<file path="src/rtl/xfer_pkg.sv">
package xfer_pkg;

  typedef struct packed {
    logic loadDma;   // latch effective length, enter run
    logic byteGo;    // one byte accepted on the DMA handshake
    logic complete;  // run the completion update
    logic tgtEnd;    // target reported end of command
  } ctlStrobes_t;

  typedef enum logic [1:0] {
    S_IDLE = 2'd0,
    S_RUN  = 2'd1,
    S_WAIT = 2'd2
  } xferState_t;

  localparam logic [7:0] ST_INT_BIT  = 8'h80;
  localparam logic [7:0] ST_CNT_BIT  = 8'h10;
  localparam logic [7:0] INT_SERVICE = 8'h10;
  localparam logic [7:0] ST_PHASE_ST = 8'h03;

endpackage

</file>
<file path="src/rtl/xfer_ctrl.sv">
module xfer_ctrl
  import xfer_pkg::*;
(
  input  logic        clk,
  input  logic        rstN,
  input  logic        cmdStart,
  input  logic        cmdDma,
  input  logic        cmdPending,
  input  logic        tgtLoad,
  input  logic        tgtDone,
  input  logic        dmaAck,
  input  logic        dpLeftZero,
  input  logic        dpTgtEmpty,
  input  logic        dpRemPos,
  output logic        dmaReq,
  output logic        cmdModeQ,
  output ctlStrobes_t stb
);

  xferState_t stateQ, stateNext;
  logic running, exhaust, finishNow, deferEnter, waitRelease;

  always_comb begin
    running     = (stateQ == S_RUN);
    dmaReq      = running && !dpLeftZero && (cmdModeQ || !dpTgtEmpty);
    exhaust     = running && dpLeftZero;
    // a buffer loaded in the same cycle counts as fresh target data
    finishNow   = exhaust && (cmdModeQ || !dpTgtEmpty || dpRemPos || tgtLoad);
    deferEnter  = exhaust && !finishNow;
    waitRelease = (stateQ == S_WAIT) && tgtLoad;

    stb.tgtEnd   = tgtDone;
    stb.loadDma  = (stateQ == S_IDLE) && cmdStart && cmdDma && !tgtDone;
    stb.byteGo   = dmaReq && dmaAck && !tgtDone;
    stb.complete = tgtDone || finishNow || waitRelease;

    stateNext = stateQ;
    if (tgtDone)                         stateNext = S_IDLE;
    else if (stb.loadDma)                stateNext = S_RUN;
    else if (finishNow || waitRelease)   stateNext = S_IDLE;
    else if (deferEnter)                 stateNext = S_WAIT;
  end

  always_ff @(posedge clk) begin
    if (!rstN) begin
      stateQ   <= S_IDLE;
      cmdModeQ <= 1'b0;
    end else begin
      stateQ <= stateNext;
      if (stb.loadDma) cmdModeQ <= cmdPending;
    end
  end

endmodule

</file>
<file path="src/rtl/xfer_datapath.sv">
module xfer_datapath
  import xfer_pkg::*;
#(
  parameter int CNT_W      = 16,
  parameter int REM_W      = 24,
  parameter int FIFO_DEPTH = 32,
  localparam int LEN_W     = CNT_W + 1,
  localparam int PTR_W     = $clog2(FIFO_DEPTH),
  localparam int FILL_W    = PTR_W + 1
) (
  input  logic                    clk,
  input  logic                    rstN,
  input  ctlStrobes_t             stb,
  input  logic                    cmdModeQ,
  input  logic                    cmdPending,
  input  logic                    countWr,
  input  logic [CNT_W-1:0]        countIn,
  input  logic                    remLoad,
  input  logic signed [REM_W-1:0] remLoadVal,
  input  logic                    tgtLoad,
  input  logic [LEN_W-1:0]        tgtLen,
  input  logic [7:0]              tgtStatus,
  input  logic                    pioRd,
  input  logic                    pioWr,
  input  logic [7:0]              pioWrData,
  input  logic                    intrAck,
  output logic [7:0]              pioData,
  output logic                    irq,
  output logic [7:0]              statusReg,
  output logic [7:0]              intrReg,
  output logic [CNT_W-1:0]        countReg,
  output logic [FILL_W-1:0]       fifoFlags,
  output logic signed [REM_W-1:0] remLen,
  output logic [7:0]              senseByte,
  output logic                    dpLeftZero,
  output logic                    dpTgtEmpty,
  output logic                    dpRemPos
);

  localparam int CMP_W = (REM_W > LEN_W) ? REM_W : LEN_W;
  localparam logic signed [REM_W-1:0] REM_ONE = REM_W'(1);
  localparam logic [LEN_W-1:0]  LEN_ONE  = LEN_W'(1);
  localparam logic [PTR_W-1:0]  PTR_ONE  = PTR_W'(1);
  localparam logic [FILL_W-1:0] FILL_ONE = FILL_W'(1);
  localparam logic [FILL_W-1:0] FILL_MAX = FILL_W'(FIFO_DEPTH);
  localparam logic [CMP_W-1:0]  CMD_CAP  = CMP_W'(FIFO_DEPTH);

  logic signed [REM_W-1:0] remQ;
  logic [LEN_W-1:0]  dmaLeftQ, tgtLeftQ, countEff, effLen;
  logic [REM_W-1:0]  remMag;
  logic [CMP_W-1:0]  cntW, limW, effW;
  logic [CNT_W-1:0]  countQ;
  logic [7:0]        statusQ, statusNext, intrQ, senseQ, pioDataQ;
  logic [FILL_W-1:0] flagsQ;
  logic [PTR_W-1:0]  wrPtr, rdPtr;
  logic [7:0]        fifoMem [FIFO_DEPTH];
  logic              irqQ;
  logic              remNeg, remZero, dmaMovesRem, remBlocked;
  logic              pioRdOk, pioWrOk, ptrClr;

  // effective length: count (zero -> full range) against remaining or cap
  always_comb begin
    countEff = (countQ == '0) ? (LEN_ONE << CNT_W) : {1'b0, countQ};
    remMag   = remQ[REM_W-1] ? $unsigned(-remQ) : $unsigned(remQ);
    cntW     = CMP_W'(countEff);
    limW     = cmdPending ? CMD_CAP : CMP_W'(remMag);
    effW     = (cntW < limW) ? cntW : limW;
    effLen   = LEN_W'(effW);
  end

  always_comb begin
    remNeg      = remQ[REM_W-1];
    remZero     = (remQ == '0);
    dpRemPos    = !remNeg && !remZero;
    dpLeftZero  = (dmaLeftQ == '0);
    dpTgtEmpty  = (tgtLeftQ == '0);
    dmaMovesRem = stb.byteGo && !cmdModeQ;
    remBlocked  = stb.tgtEnd || remLoad || dmaMovesRem;
    pioRdOk     = pioRd && dpRemPos && !remBlocked;
    pioWrOk     = pioWr && !pioRd && !remBlocked;
    ptrClr      = (pioRdOk && remQ == REM_ONE) ||
                  (pioRd && remZero && !remBlocked);
  end

  always_comb begin
    statusNext = statusQ;
    if (stb.loadDma || countWr) statusNext = statusNext & ~ST_CNT_BIT;
    if (intrAck)                statusNext = statusNext & 8'h1f;
    if (stb.tgtEnd)             statusNext = ST_PHASE_ST;
    if (stb.complete)           statusNext = statusNext | ST_INT_BIT | ST_CNT_BIT;
  end

  always_ff @(posedge clk) begin
    if (!rstN) begin
      remQ     <= '0;
      dmaLeftQ <= '0;
      tgtLeftQ <= '0;
      countQ   <= '0;
      statusQ  <= '0;
      intrQ    <= '0;
      senseQ   <= '0;
      flagsQ   <= '0;
      wrPtr    <= '0;
      rdPtr    <= '0;
      pioDataQ <= '0;
      irqQ     <= 1'b0;
    end else begin
      statusQ <= statusNext;

      // remaining length
      if (stb.tgtEnd)         remQ <= '0;
      else if (remLoad)       remQ <= remLoadVal;
      else if (dmaMovesRem) begin
        if (dpRemPos)         remQ <= remQ - REM_ONE;
        else if (remNeg)      remQ <= remQ + REM_ONE;
      end
      else if (pioRdOk)       remQ <= remQ - REM_ONE;
      else if (pioWrOk)       remQ <= remQ + REM_ONE;

      // DMA byte budget
      if (stb.tgtEnd)         dmaLeftQ <= '0;
      else if (stb.loadDma)   dmaLeftQ <= effLen;
      else if (stb.byteGo)    dmaLeftQ <= dmaLeftQ - LEN_ONE;

      // target buffer occupancy
      if (stb.tgtEnd)         tgtLeftQ <= '0;
      else if (tgtLoad)       tgtLeftQ <= tgtLen;
      else if (dmaMovesRem)   tgtLeftQ <= tgtLeftQ - LEN_ONE;

      if (stb.complete)       countQ <= '0;
      else if (countWr)       countQ <= countIn;

      if (stb.complete)       intrQ <= INT_SERVICE;
      if (stb.tgtEnd)         senseQ <= tgtStatus;

      if (stb.complete || pioRdOk) irqQ <= 1'b1;
      else if (intrAck)            irqQ <= 1'b0;

      // programmed-I/O FIFO pointers and fill
      if (ptrClr) begin
        wrPtr <= '0;
        rdPtr <= '0;
      end else begin
        if (pioWrOk) wrPtr <= wrPtr + PTR_ONE;
        if (pioRdOk) rdPtr <= rdPtr + PTR_ONE;
      end
      if (pioRdOk) pioDataQ <= fifoMem[rdPtr];

      if (stb.complete || ptrClr)           flagsQ <= '0;
      else if (pioWrOk && flagsQ < FILL_MAX) flagsQ <= flagsQ + FILL_ONE;
      else if (pioRdOk && flagsQ != '0)      flagsQ <= flagsQ - FILL_ONE;
    end
  end

  always_ff @(posedge clk) begin
    if (pioWrOk) fifoMem[wrPtr] <= pioWrData;
  end

  assign remLen    = remQ;
  assign statusReg = statusQ;
  assign intrReg   = intrQ;
  assign countReg  = countQ;
  assign fifoFlags = flagsQ;
  assign senseByte = senseQ;
  assign pioData   = pioDataQ;
  assign irq       = irqQ;

endmodule

</file>
<file path="src/rtl/xfer_len_ctrl.sv">
module xfer_len_ctrl
  import xfer_pkg::*;
#(
  parameter int CNT_W      = 16,
  parameter int REM_W      = 24,
  parameter int FIFO_DEPTH = 32,
  localparam int LEN_W     = CNT_W + 1,
  localparam int FILL_W    = $clog2(FIFO_DEPTH) + 1
) (
  input  logic                    clk,
  input  logic                    rstN,
  input  logic                    cmdStart,
  input  logic                    cmdDma,
  input  logic                    cmdPending,
  input  logic                    countWr,
  input  logic [CNT_W-1:0]        countIn,
  input  logic                    remLoad,
  input  logic signed [REM_W-1:0] remLoadVal,
  input  logic                    tgtLoad,
  input  logic [LEN_W-1:0]        tgtLen,
  input  logic                    tgtDone,
  input  logic [7:0]              tgtStatus,
  output logic                    dmaReq,
  input  logic                    dmaAck,
  input  logic                    pioRd,
  input  logic                    pioWr,
  input  logic [7:0]              pioWrData,
  output logic [7:0]              pioData,
  input  logic                    intrAck,
  output logic                    irq,
  output logic [7:0]              statusReg,
  output logic [7:0]              intrReg,
  output logic [CNT_W-1:0]        countReg,
  output logic [FILL_W-1:0]       fifoFlags,
  output logic signed [REM_W-1:0] remLen,
  output logic [7:0]              senseByte
);

  ctlStrobes_t stb;
  logic cmdModeQ, dpLeftZero, dpTgtEmpty, dpRemPos;

  xfer_ctrl u_ctrl (
    .clk(clk), .rstN(rstN),
    .cmdStart(cmdStart), .cmdDma(cmdDma), .cmdPending(cmdPending),
    .tgtLoad(tgtLoad), .tgtDone(tgtDone), .dmaAck(dmaAck),
    .dpLeftZero(dpLeftZero), .dpTgtEmpty(dpTgtEmpty), .dpRemPos(dpRemPos),
    .dmaReq(dmaReq), .cmdModeQ(cmdModeQ), .stb(stb)
  );

  xfer_datapath #(.CNT_W(CNT_W), .REM_W(REM_W), .FIFO_DEPTH(FIFO_DEPTH)) u_dp (
    .clk(clk), .rstN(rstN), .stb(stb), .cmdModeQ(cmdModeQ),
    .cmdPending(cmdPending), .countWr(countWr), .countIn(countIn),
    .remLoad(remLoad), .remLoadVal(remLoadVal),
    .tgtLoad(tgtLoad), .tgtLen(tgtLen), .tgtStatus(tgtStatus),
    .pioRd(pioRd), .pioWr(pioWr), .pioWrData(pioWrData), .intrAck(intrAck),
    .pioData(pioData), .irq(irq), .statusReg(statusReg), .intrReg(intrReg),
    .countReg(countReg), .fifoFlags(fifoFlags), .remLen(remLen),
    .senseByte(senseByte), .dpLeftZero(dpLeftZero), .dpTgtEmpty(dpTgtEmpty),
    .dpRemPos(dpRemPos)
  );

endmodule

</file>
<file path="config.mk">
export PLATFORM = sky130hd
export DESIGN_NAME = xfer_len_ctrl
export DESIGN_NICKNAME = d
export VERILOG_FILES = /design/src/rtl/xfer_pkg.sv /design/src/rtl/xfer_ctrl.sv /design/src/rtl/xfer_datapath.sv /design/src/rtl/xfer_len_ctrl.sv
export SDC_FILE = /design/constraint.sdc
export NUM_CORES = 1
export LEC_CHECK = 0
export BUFFER_PORTS_ARGS = -buffer_cell sky130_fd_sc_hd__buf_2
export CAP_MARGIN = 10
export CORE_AREA = 2 2 193 195
export DETAILED_ROUTE_END_ITERATION = 16
export DIE_AREA = 0 0 195 197
export PLACE_DENSITY = 0.78
export SYNTH_ARGS = -nofsm -noshare
export SYNTH_HDL_FRONTEND = slang
export SYNTH_HIERARCHICAL = 1
export SYNTH_SLANG_ARGS = --single-unit
</file>
<file path="constraint.sdc">
create_clock -name clk -period 5.65 [get_ports clk]
set_input_delay 0.2825 -clock clk [delete_from_list [all_inputs] [get_ports clk]]
set_output_delay 0.2825 -clock clk [all_outputs]
set_load 0.005 [all_outputs]
</file>
==> flow_summary.toml <==
[worst_setup_path]
worst_setup_path_end_kind = "flip-flop"
r2r_end = "u_dp/fifoMem[15][1]"
critical_path.startpoint_type = "flip-flop"
crit-reg2reg-launch = "u_dp/tgtLeftQ[7]"
cp-startpoint = "u_dp/tgtLeftQ[7]"
critPathKind = "reg -> reg"
critPathArrivalTime_ns = 5.10
cell_depth_of_the_worst_flop_to_flop_path = 12
reg2reg_slack_ns = 0.74
timing.critical_path.fanout_max = 12
cp-endpoint = "u_dp/fifoMem[15][1]"
critical_path_required_ns = 5.84

[pwr]
power.net_switching_uw = 1530
leakage_uw = 0.00736
powerDensity_nw_per_um2 = 305
max-vdd-ir-drop_mv = 0.279
p_comb_share_pct = 10.4
p_sw_share_pct = 24.4
p_seq_share_pct = 47.5
pwr-share-clk_pct = 42.1
internal-power_uw = 4750

[sta]
fin_hold_ws_ns = 0.0317
totalNegativeSetupSlack_ns = 0
timing.final.ws_setup_ns = 0.743
final.setup_skew_ns = 0.0169
timing.fmax_ghz = 0.204
fin_crit_ns = 4.91
max_slew_violation_count = 0
slew-limit-headroom_pct = 36.1
tightest_slew_ns = 0.958
finalHoldViolations = 0
setup_viol = 0
post-route-period-util_pct = 86.8
rsz0062_at_grt = "no"

[drt]
route.antenna.remaining_nets = 0
num_vias = 12600
viasPerCell = 6.14
detail_route.drc_violations = 0
starting_drt_drc_count = 1339
totalWireLength_mm = 47.1
drt-pass1-iter-count = 7
drt-wirelength-per-cell_um = 22.9

[cts]
clock-sinks = 370
htreeDepth = 2
clock_tree.root_cell = "clkbuf_16"
cts.hold.buffers_added = 36
clock_tree.buffer_depth = 3
clock_slew_at_reported_path_ffs_ns = 0.06
worstSkewPairLatency_ns = 0.56
cts_setup_buffers = 0
post_cts_sizing = 0
cts_tree = "built"
cts_buffers = 41

[floorplanning]
initial_core_util_pct = 49.3
die_h_um = 197
fp.coreArea_sq_um = 36300
die_width_um = 195
row_count = 70
design.portCount = 166
die_area_sq_um = 38400

[synthesis]
yosysMostFrequentCell = "edfxtp_1"
syn-instance-count = 1417
synth_seq_cells = 370
post_synth_main_area_contributors = "edfxtp_1 43%, dfxtp_1 13%, mux4_2 10%"
netlist-cell-type-count = 83
synth-edff-count = 256
synth-seq-area-share_pct = 55.8
synth.avg_cell_area_sq_um = 12.6
post-synth-top-area-cell = "edfxtp_1"
synth_warnings = 6
netlist_top_cells_count = "256 x edfxtp_1, 124 x nor2_1, 114 x dfxtp_1, 80 x mux4_2, 79 x nand2_1"
synth.cell_area_sq_um = 17900
synth_top_area_share_pct = 43.0
dominantRegCellSynth = "edfxtp_1"
postSynth.asyncResetShare_pct = 0

[run]
cap_viol_max_count = 0

[place]
detailed_place_hpwl_mm = 31.1
final_estimated_routing_congestion_in_global_placement = 0.974
placedCellCount = 1943
quantity_of_i_o_buffers_inserted_on_ports = 154
detailed_place.area_sq_um = 18800
dp_slack_ns = 0.822

[worst_hold_path]
hp-start = "tgtStatus[3]"
worst_hold_path_type = "in -> reg"

[grt]
grt_pass1_wl_mm = 73.1
overflow = 0
grt_max_degree = 60
antenna_found_initial = 0
number_of_global_route_vias_before_repair = 12400
globalRouteTotalUtil_pct = 24.8

[final_layout]
fill_cells = 2909
flow.area_growth_from_synthesis_pct = 15.2
regArea_sq_um = 9970
final-instance-count-excl-fill = 2056
multiInputGateArea_sq_um = 7310
antennaDiodeCount = 0
nets = 1674
final_design_area_no_fill_sq_um = 20600
drive_gt1_share_pct = 22.5

[status]
run_status = "complete, no violations"
[per-layer routing]
| layer | routed length (um) | track usage (%) | vias up |
|---|---|---|---|
| li1 | - | - | 5659 |
| met1 | 18800 | 32.7 | 6224 |
| met2 | 22900 | 41.4 | 639 |
| met3 | 4160 | 5.18 | 95 |
| met4 | 1290 | 7.46 | 0 |
| met5 | 0 | 0 | - |
[cell families after synthesis]
kind of cell | share of synthesized area, %
AND/OR/NAND/NOR | 13.0
flip-flops | 55.8
AO/OA/AOI/OAI | 9.13
buffers and inverters | 3.66
multiplexers | 12.6
XOR/XNOR | 3.43
adder cells (fa/ha/maj) | 2.35
other | 0.0210
[power by group through the flow]
stage	clock network [uW]	registers (uW)	logic, uW
floorplan	0	3010	442
global placement	0	3040	605
detailed placement	0	3040	619
CTS	2700	2980	641
global route	2810	2990	701
finish	2650	2980	651
[state kept, by name, indices dropped and copies added (netlist names), 2 cells and up]
register / flops
u_ctrl/stateQ: 2
u_dp/countReg: 16
u_dp/dmaLeftQ: 17
u_dp/fifoFlags: 6
u_dp/fifoMem: 256
u_dp/pioData: 8
u_dp/rdPtr: 5
u_dp/remLen: 24
u_dp/senseByte: 8
u_dp/statusReg: 3
u_dp/tgtLeftQ: 17
u_dp/wrPtr: 5
[cells in the final DEF (no fill, tap or decap), types with 22 or more instances in the layout]
cell / count
mux4_2: 80
ha_1: 32
nor3_1: 39
edfxtp_1: 256
nor2_1: 124
mux2i_1: 43
buf_2: 154
xor2_1: 35
nand2_1: 79
dfxtp_1: 112
dlygate4sd3_1: 36
xnor2_1: 35
o21ai_0: 64
clkbuf_16: 42
a21oi_1: 55
nor4_1: 24
or3_1: 22
nand2b_1: 22
[critical path, cell delays in order, from the launching register on]
cell,delay (ns)
dfxtp_1,0.35
or4_1,0.59
nor4_1,0.29
nand2b_1,0.14
nor3_1,0.60
a2111oi_4,0.16
and3_1,0.34
nor2b_1,0.19
buf_4,0.19
nor4_2,0.27
buf_4,0.26
nand2_1,0.42
nor2_1,0.74
[through the flow]
step                utilization [%]  power (uW)
floorplan                         -        3450
global placement               52.0        3640
detailed placement             52.0        3660
CTS                            56.7        6330
global route                   56.7        6500
finish                         56.7        6280
[cell type report]
cell class,count,share of cell area (%)
clock buffer,50,5.25
clock inverter,26,1.26
inverter,16,0.292
multi-input combinational,915,35.5
sequential,370,48.5
tap,468,2.85
timing repair buffer,211,6.36
[worst min-delay path by stage]
stage | end | slack (ns) | depth (start not counted)
after floorplan | u_ctrl/stateQ[1] | 0.35 | 1
after global placement | u_dp/intrReg[4] | 0.44 | 1
after detailed placement | u_dp/intrReg[4] | 0.45 | 1
after CTS | u_dp/senseByte[3] | 0.006 | 3
after global routing | u_dp/senseByte[3] | 0.02 | 3
final | u_dp/senseByte[3] | 0.03 | 3
Power figures use the tool's default switching activity.
